**src/rtl/irq_pkg.sv**
```systemverilog
package irq_pkg;

  typedef enum logic [1:0] {
    IM_EXEC  = 2'd0,
    IM_FIXED = 2'd1,
    IM_TABLE = 2'd2
  } irq_mode_e;

  // Selector bits [1:0] alone choose the mode; bit 2 is a don't-care.
  function automatic irq_mode_e sel_to_mode(input logic [2:0] sel);
    irq_mode_e m;
    case (sel[1:0])
      2'd2:    m = IM_FIXED;
      2'd3:    m = IM_TABLE;
      default: m = IM_EXEC;
    endcase
    return m;
  endfunction

endpackage

```
**src/rtl/irq_enable_flags.sv**
```systemverilog
module irq_enable_flags (
  input  logic clk,
  input  logic rst,
  input  logic take_mask,
  input  logic take_nmi,
  input  logic cmd_enable,
  input  logic cmd_disable,
  input  logic cmd_ret,
  output logic pri,
  output logic bak
);

  always_ff @(posedge clk) begin
    if (rst) begin
      pri <= 1'b0;
      bak <= 1'b0;
    end else if (take_mask) begin
      pri <= 1'b0;
      bak <= 1'b0;
    end else if (take_nmi) begin
      pri <= 1'b0;
    end else if (cmd_disable) begin
      pri <= 1'b0;
      bak <= 1'b0;
    end else if (cmd_enable) begin
      pri <= 1'b1;
      bak <= 1'b1;
    end else if (cmd_ret) begin
      pri <= bak;
    end
  end

endmodule

```
**src/rtl/irq_mode_vec.sv**
```systemverilog
module irq_mode_vec
  import irq_pkg::*;
#(
  parameter int DATA_W = 8
) (
  input  logic              clk,
  input  logic              rst,
  input  logic              cmd_setmode,
  input  logic [2:0]        mode_sel,
  input  logic              vec_load,
  input  logic [DATA_W-1:0] vec_data,
  output irq_mode_e         mode,
  output logic [DATA_W-1:0] vec
);

  always_ff @(posedge clk) begin
    if (rst) begin
      mode <= IM_EXEC;
      vec  <= '1;
    end else begin
      if (cmd_setmode) mode <= sel_to_mode(mode_sel);
      if (vec_load)    vec  <= vec_data;
    end
  end

endmodule

```
**src/rtl/irq_nmi_detect.sv**
```systemverilog
module irq_nmi_detect #(
  parameter bit NMI_EDGE = 1'b1
) (
  input  logic clk,
  input  logic nmi_req,
  output logic nmi_take
);

  generate
    if (NMI_EDGE) begin : g_edge
      logic nmi_prev;
      always_ff @(posedge clk) nmi_prev <= nmi_req;
      assign nmi_take = nmi_req & ~nmi_prev;
    end else begin : g_level
      assign nmi_take = nmi_req;
    end
  endgenerate

endmodule

```
**src/rtl/irq_target_gen.sv**
```systemverilog
module irq_target_gen
  import irq_pkg::*;
#(
  parameter int          DATA_W     = 8,
  parameter int          ADDR_W     = 16,
  parameter int          COST_W     = 5,
  parameter logic [15:0] NMI_ADDR   = 16'h0066,
  parameter logic [15:0] FIXED_ADDR = 16'h0038,
  parameter int          NMI_COST   = 13,
  parameter int          FIXED_COST = 13,
  parameter int          TABLE_COST = 19
) (
  input  logic              take_nmi,
  input  irq_mode_e         mode,
  input  logic [DATA_W-1:0] vec,
  input  logic [DATA_W-1:0] dev_byte,
  output logic [ADDR_W-1:0] pc,
  output logic              push,
  output logic [COST_W-1:0] cost,
  output logic              exec
);

  always_comb begin
    pc   = '0;
    push = 1'b0;
    cost = '0;
    exec = 1'b0;
    if (take_nmi) begin
      pc   = ADDR_W'(NMI_ADDR);
      push = 1'b1;
      cost = COST_W'(NMI_COST);
    end else begin
      case (mode)
        IM_FIXED: begin
          pc   = ADDR_W'(FIXED_ADDR);
          push = 1'b1;
          cost = COST_W'(FIXED_COST);
        end
        IM_TABLE: begin
          pc   = ADDR_W'({vec, dev_byte});
          push = 1'b1;
          cost = COST_W'(TABLE_COST);
        end
        default: exec = 1'b1;
      endcase
    end
  end

endmodule

```
**src/rtl/irq_accept_ctrl.sv**
```systemverilog
module irq_accept_ctrl
  import irq_pkg::*;
#(
  parameter int          DATA_W     = 8,
  parameter int          ADDR_W     = 2 * DATA_W,
  parameter int          COST_W     = 5,
  parameter logic [15:0] NMI_ADDR   = 16'h0066,
  parameter logic [15:0] FIXED_ADDR = 16'h0038,
  parameter int          NMI_COST   = 13,
  parameter int          FIXED_COST = 13,
  parameter int          TABLE_COST = 19,
  parameter bit          NMI_EDGE   = 1'b1
) (
  input  logic              clk,
  input  logic              rst,
  input  logic              nmi_req,
  input  logic              int_req,
  input  logic [DATA_W-1:0] dev_byte,
  input  logic              cmd_enable,
  input  logic              cmd_disable,
  input  logic              cmd_setmode,
  input  logic [2:0]        mode_sel,
  input  logic              cmd_retn,
  input  logic              cmd_reti,
  input  logic              vec_load,
  input  logic [DATA_W-1:0] vec_data,
  output logic              accept,
  output logic [ADDR_W-1:0] target_pc,
  output logic              push_ret,
  output logic [COST_W-1:0] cycle_cost,
  output logic              exec_req,
  output logic [DATA_W-1:0] exec_byte,
  output logic              en_pri,
  output logic              en_bak
);

  irq_mode_e         mode;
  logic [DATA_W-1:0] vec;
  logic              nmi_take;
  logic              mask_take;
  logic              any_take;
  logic [ADDR_W-1:0] nxt_pc;
  logic              nxt_push;
  logic [COST_W-1:0] nxt_cost;
  logic              nxt_exec;

  irq_nmi_detect #(.NMI_EDGE(NMI_EDGE)) u_nmi (
    .clk      (clk),
    .nmi_req  (nmi_req),
    .nmi_take (nmi_take)
  );

  assign mask_take = int_req & en_pri & ~nmi_take;
  assign any_take  = mask_take | nmi_take;

  irq_enable_flags u_flags (
    .clk         (clk),
    .rst         (rst),
    .take_mask   (mask_take),
    .take_nmi    (nmi_take),
    .cmd_enable  (cmd_enable),
    .cmd_disable (cmd_disable),
    .cmd_ret     (cmd_retn | cmd_reti),
    .pri         (en_pri),
    .bak         (en_bak)
  );

  irq_mode_vec #(.DATA_W(DATA_W)) u_mode (
    .clk         (clk),
    .rst         (rst),
    .cmd_setmode (cmd_setmode),
    .mode_sel    (mode_sel),
    .vec_load    (vec_load),
    .vec_data    (vec_data),
    .mode        (mode),
    .vec         (vec)
  );

  irq_target_gen #(
    .DATA_W     (DATA_W),
    .ADDR_W     (ADDR_W),
    .COST_W     (COST_W),
    .NMI_ADDR   (NMI_ADDR),
    .FIXED_ADDR (FIXED_ADDR),
    .NMI_COST   (NMI_COST),
    .FIXED_COST (FIXED_COST),
    .TABLE_COST (TABLE_COST)
  ) u_tgt (
    .take_nmi (nmi_take),
    .mode     (mode),
    .vec      (vec),
    .dev_byte (dev_byte),
    .pc       (nxt_pc),
    .push     (nxt_push),
    .cost     (nxt_cost),
    .exec     (nxt_exec)
  );

  always_ff @(posedge clk) begin
    if (rst) begin
      accept     <= 1'b0;
      target_pc  <= '0;
      push_ret   <= 1'b0;
      cycle_cost <= '0;
      exec_req   <= 1'b0;
      exec_byte  <= '0;
    end else begin
      accept     <= any_take;
      target_pc  <= any_take ? nxt_pc : '0;
      push_ret   <= any_take & nxt_push;
      cycle_cost <= any_take ? nxt_cost : '0;
      exec_req   <= any_take & nxt_exec;
      exec_byte  <= (any_take & nxt_exec) ? dev_byte : '0;
    end
  end

endmodule

```
**config.mk**
```make
export PLATFORM = sky130hd
export DESIGN_NAME = irq_accept_ctrl
export DESIGN_NICKNAME = d
export VERILOG_FILES = /design/src/rtl/irq_pkg.sv /design/src/rtl/irq_enable_flags.sv /design/src/rtl/irq_mode_vec.sv /design/src/rtl/irq_nmi_detect.sv /design/src/rtl/irq_target_gen.sv /design/src/rtl/irq_accept_ctrl.sv
export SDC_FILE = /design/constraint.sdc
export NUM_CORES = 1
export LEC_CHECK = 0
export ABC_AREA = 1
export BUFFER_PORTS_ARGS = -buffer_cell sky130_fd_sc_hd__buf_2
export CORE_ASPECT_RATIO = 1.4
export CORE_MARGIN = 2
export CORE_UTILIZATION = 48
export DETAILED_ROUTE_END_ITERATION = 7
export PLACE_DENSITY = 0.89
export SYNTH_ARGS = -nofsm -noshare
export SYNTH_HDL_FRONTEND = slang
export SYNTH_SLANG_ARGS = --single-unit
```
**constraint.sdc**
```tcl
create_clock -name clk -period 2.35 [get_ports clk]
set_input_delay 0.47 -clock clk [delete_from_list [all_inputs] [get_ports clk]]
set_output_delay 0.47 -clock clk [all_outputs]
set_load 0.005 [all_outputs]
```
==> summary.md <==
| Metric | Value |
|---|---|
| Total CTS buffers | `5` |
| Fin nets | `roughly 270` |
| Comb pwr share | `under 10%` |
| Fin Setup TNS | `0 ns` |
| Clock Root Buffer | `clkbuf_8` |
| Seq pwr share | `a little under three fifths` |
| Resize count post-CTS | `0` |
| R2R depth | `6` |
| Via count | `1225` |
| Lkg Pwr | `slightly above 1 nW` |
| # DRC | `0` |
| Post-synthesis sequential area ratio | `between 50% and 60%` |
| Die height | `69.8 µm` |
| FFs w/ async S/R, synth | `0%` |
| Io pins | `63` |
| DR pass1 iterations | `4` |
| Mapped Avg Cell Area | `between 8 and 9 µm²` |
| Crit path capture type | `register` |
| Post-synth top area cell | `dfxtp_1` |
| Most common cell after layout, fill and taps aside | `buf_2` |
| Routed wire length | `between 2 and 3 mm` |
| Post-DRT Antenna Nets | `0` |
| Total core area | `2910 µm²` |
| Ant. Diodes | `0` |
| Fin crit share | `approximately 55%` |
| EDFF count, synth | `0` |
| Yosys reg bits | `43` |
| Reg clk slew, reported paths | `0.07 ns` |
| Yosys warns | `0` |
| First DRT Iteration DRCs | `22` |
| IO Port Bufs | `between 60 and 70` |
| Final worst slack | `about 1.1 ns` |
| Power Density | `723 nW/µm²` |
| Fill cells | `roughly 270` |
| Top FF cell, synth | `dfxtp_1` |
| Syn Nets | `between 200 and 250` |
| Clock share of power | `37.3%` |
| Die area | `between 3000 and 4000 µm²` |
| Std cell rows | `23` |
| Max IR drop VDD | `roughly 0.43 mV` |
| Fin. Hold Viols | `0` |
| Via density per instance | `approximately 4.5` |
| First-pass GRT wire length | `roughly 4.7 mm` |
| Area fraction of the dominant cell type after synthesis | `57.9%` |
| H-tree depth | `2` |
| Die W | `around 50 µm` |
| CP startpoint kind | `register` |
| Post-route minimum period | `1.28 ns` |
| Clock skew | `between 0.003 and 0.004 ns` |
| Largest fanout on the critical path | `16` |
| Post-route insts no fill | `between 200 and 300` |
| Critical path class | `register to register` |
| Slew headroom | `roughly 65%` |
| Total gr overflow | `0` |
| Final setup viols | `0` |
| RR Startpoint | `u_mode.mode[0]` |
| Hold path startpoint | `nmi_req` |
| Global-route usage over all layers | `17.5%` |
| Place WS | `approximately 0.84 ns` |
| Required time of the critical path | `2.58 ns` |
| Routed len/inst | `10.0 µm` |
| TritonCTS clock tree | `done` |
| Hold Path Class | `input pin to register` |
| Switch Pwr | `~0.31 mW` |
| Net Sw Frac | `around 22%` |
| Crit path DAT | `1.51 ns` |
| Synth unique cells | `18` |
| Tot Pwr | `1.36 mW` |
| Status | `completed` |
| Max-Cap Viols | `0` |
| Worst Tran Pin Value | `around 0.53 ns` |
| Fmax | `779 MHz` |
| Hold Buf Count CTS | `0` |
| Commonest cells after routing, fill and taps aside | `61 x buf_2, 46 x nand2_1, 43 x dfxtp_1` |
| Worst Hold Endpoint | `u_nmi.g_edge.nmi_prev` |
| Syn Inst Count | `around 180` |
| Hold Path Depth | `1` |
| TritonCTS sink count | `43` |
| Setup bufs post-CTS | `0` |
| R2R setup slack | `between 1 and 1.5 ns` |
| Antenna violations before repair | `0` |
| Reg2reg end | `target_pc[5]` |
| Placed Cells | `around 270` |
| Layout cells sized above 1 | `a little under a third` |
| CTS Buffer Depth | `2` |
| Placer Congestion | `between 0.7 and 0.8` |
| Vias in the first global route | `approximately 1100` |
| Post-DP HPWL | `~2 mm` |
| Worst skew pair latency | `0.30 ns` |
| Initial Utilization | `51.1%` |
| P&R area growth vs syn | `26.6%` |
| Mapped Area | `1490 µm²` |
| Synth top area cells | `dfxtp_1 58%, nand2_1 12%, nor2_1 6.6%, inv_1 5.6%, a21oi_1 3.4%` |
| Largest net degree at the start of global routing | `17` |
| P_int | `about 1.1 mW` |
| Slew Limit Fails | `0` |
| RSZ-0062 raised after global routing | `no` |
-- layer usage --
metal	part of all wire, %	up-vias	track usage (%)
met1	39	527	17.4
met2	51	44	30.0
met4	3.5	0	12.6
met5	0	-	0
met3	6.7	9	4.53
li1	-	645	-
-- power by group through the flow --
stage	clock [mW]	sequential (mW)	combinational, mW
finish	0.507	0.756	0.0973
global route	0.546	0.758	0.113
CTS	0.522	0.756	0.0985
detailed placement	0	0.773	0.0972
global placement	0	0.772	0.0948
floorplan	0	0.773	0.0590
-- state kept, by name, indices dropped and copies added (netlist names), 2 cells and up --
signal / cells
target_pc: 16
u_mode.mode: 2
cycle_cost: 3
u_mode.vec: 8
exec_byte: 8
-- final cells by class --
cell class	instances	area, µm²	area share, %
sequential	43	861	45.7
multi-input combinational	102	475	25.3
timing repair buffer	61	305	16.2
clock buffer	7	96.3	5.12
inverter	24	90.1	4.79
tap	37	46.3	2.46
clock inverter	1	7.51	0.399
-- worst max path at each step --
| stage | from | to | cells past startpoint |
|---|---|---|---|
| floorplan | u_mode.mode[0] | target_pc[12] | 6 |
| global placement | nmi_req | target_pc[10] | 4 |
| detailed placement | nmi_req | target_pc[10] | 4 |
| CTS | u_mode.mode[0] | target_pc[5] | 6 |
| global route | u_mode.mode[0] | target_pc[3] | 6 |
| finish | u_mode.mode[0] | target_pc[5] | 6 |
-- synthesized netlist by cell type (2+ instances only) --
cell,number
a21oi_1,10
buf_2,2
buf_4,3
buf_6,2
dfxtp_1,43
ha_1,3
inv_1,22
inv_2,2
nand2_1,46
nand2_2,2
nand3_1,10
nor2_1,26
-- metrics by stage --
stage | hold WS, ns | cell area (µm²) | utilization, %
2_1_floorplan | 0.415 | 1490 | -
3_3_place_gp | 0.422 | 1780 | 61.2
3_5_place_dp | 0.424 | 1780 | 61.2
4_1_cts | 0.285 | 1880 | 64.7
5_1_grt | 0.290 | 1880 | 64.7
6_report | 0.294 | 1880 | 64.7
-- worst max-delay path, stage by stage, from the launching register on --
cell and delay [ns]:
dfxtp_1 0.33, inv_1 0.08, ha_1 0.49, nand2_1 0.10, nand2_1 0.07, nand2_1 0.04, a21oi_1 0.10
-- cells by family after synthesis --
| group | after synthesis | share of synthesized area (%) |
|---|---|---|
| flip-flops | 43 | 57.9 |
| AND/OR/NAND/NOR | 88 | 25.8 |
| AO/OA/AOI/OAI | 11 | 3.70 |
| adder cells (fa/ha/maj) | 3 | 2.53 |
| buffers and inverters | 32 | 10.1 |
No activity file was read; power rests on OpenSTA's default activity.
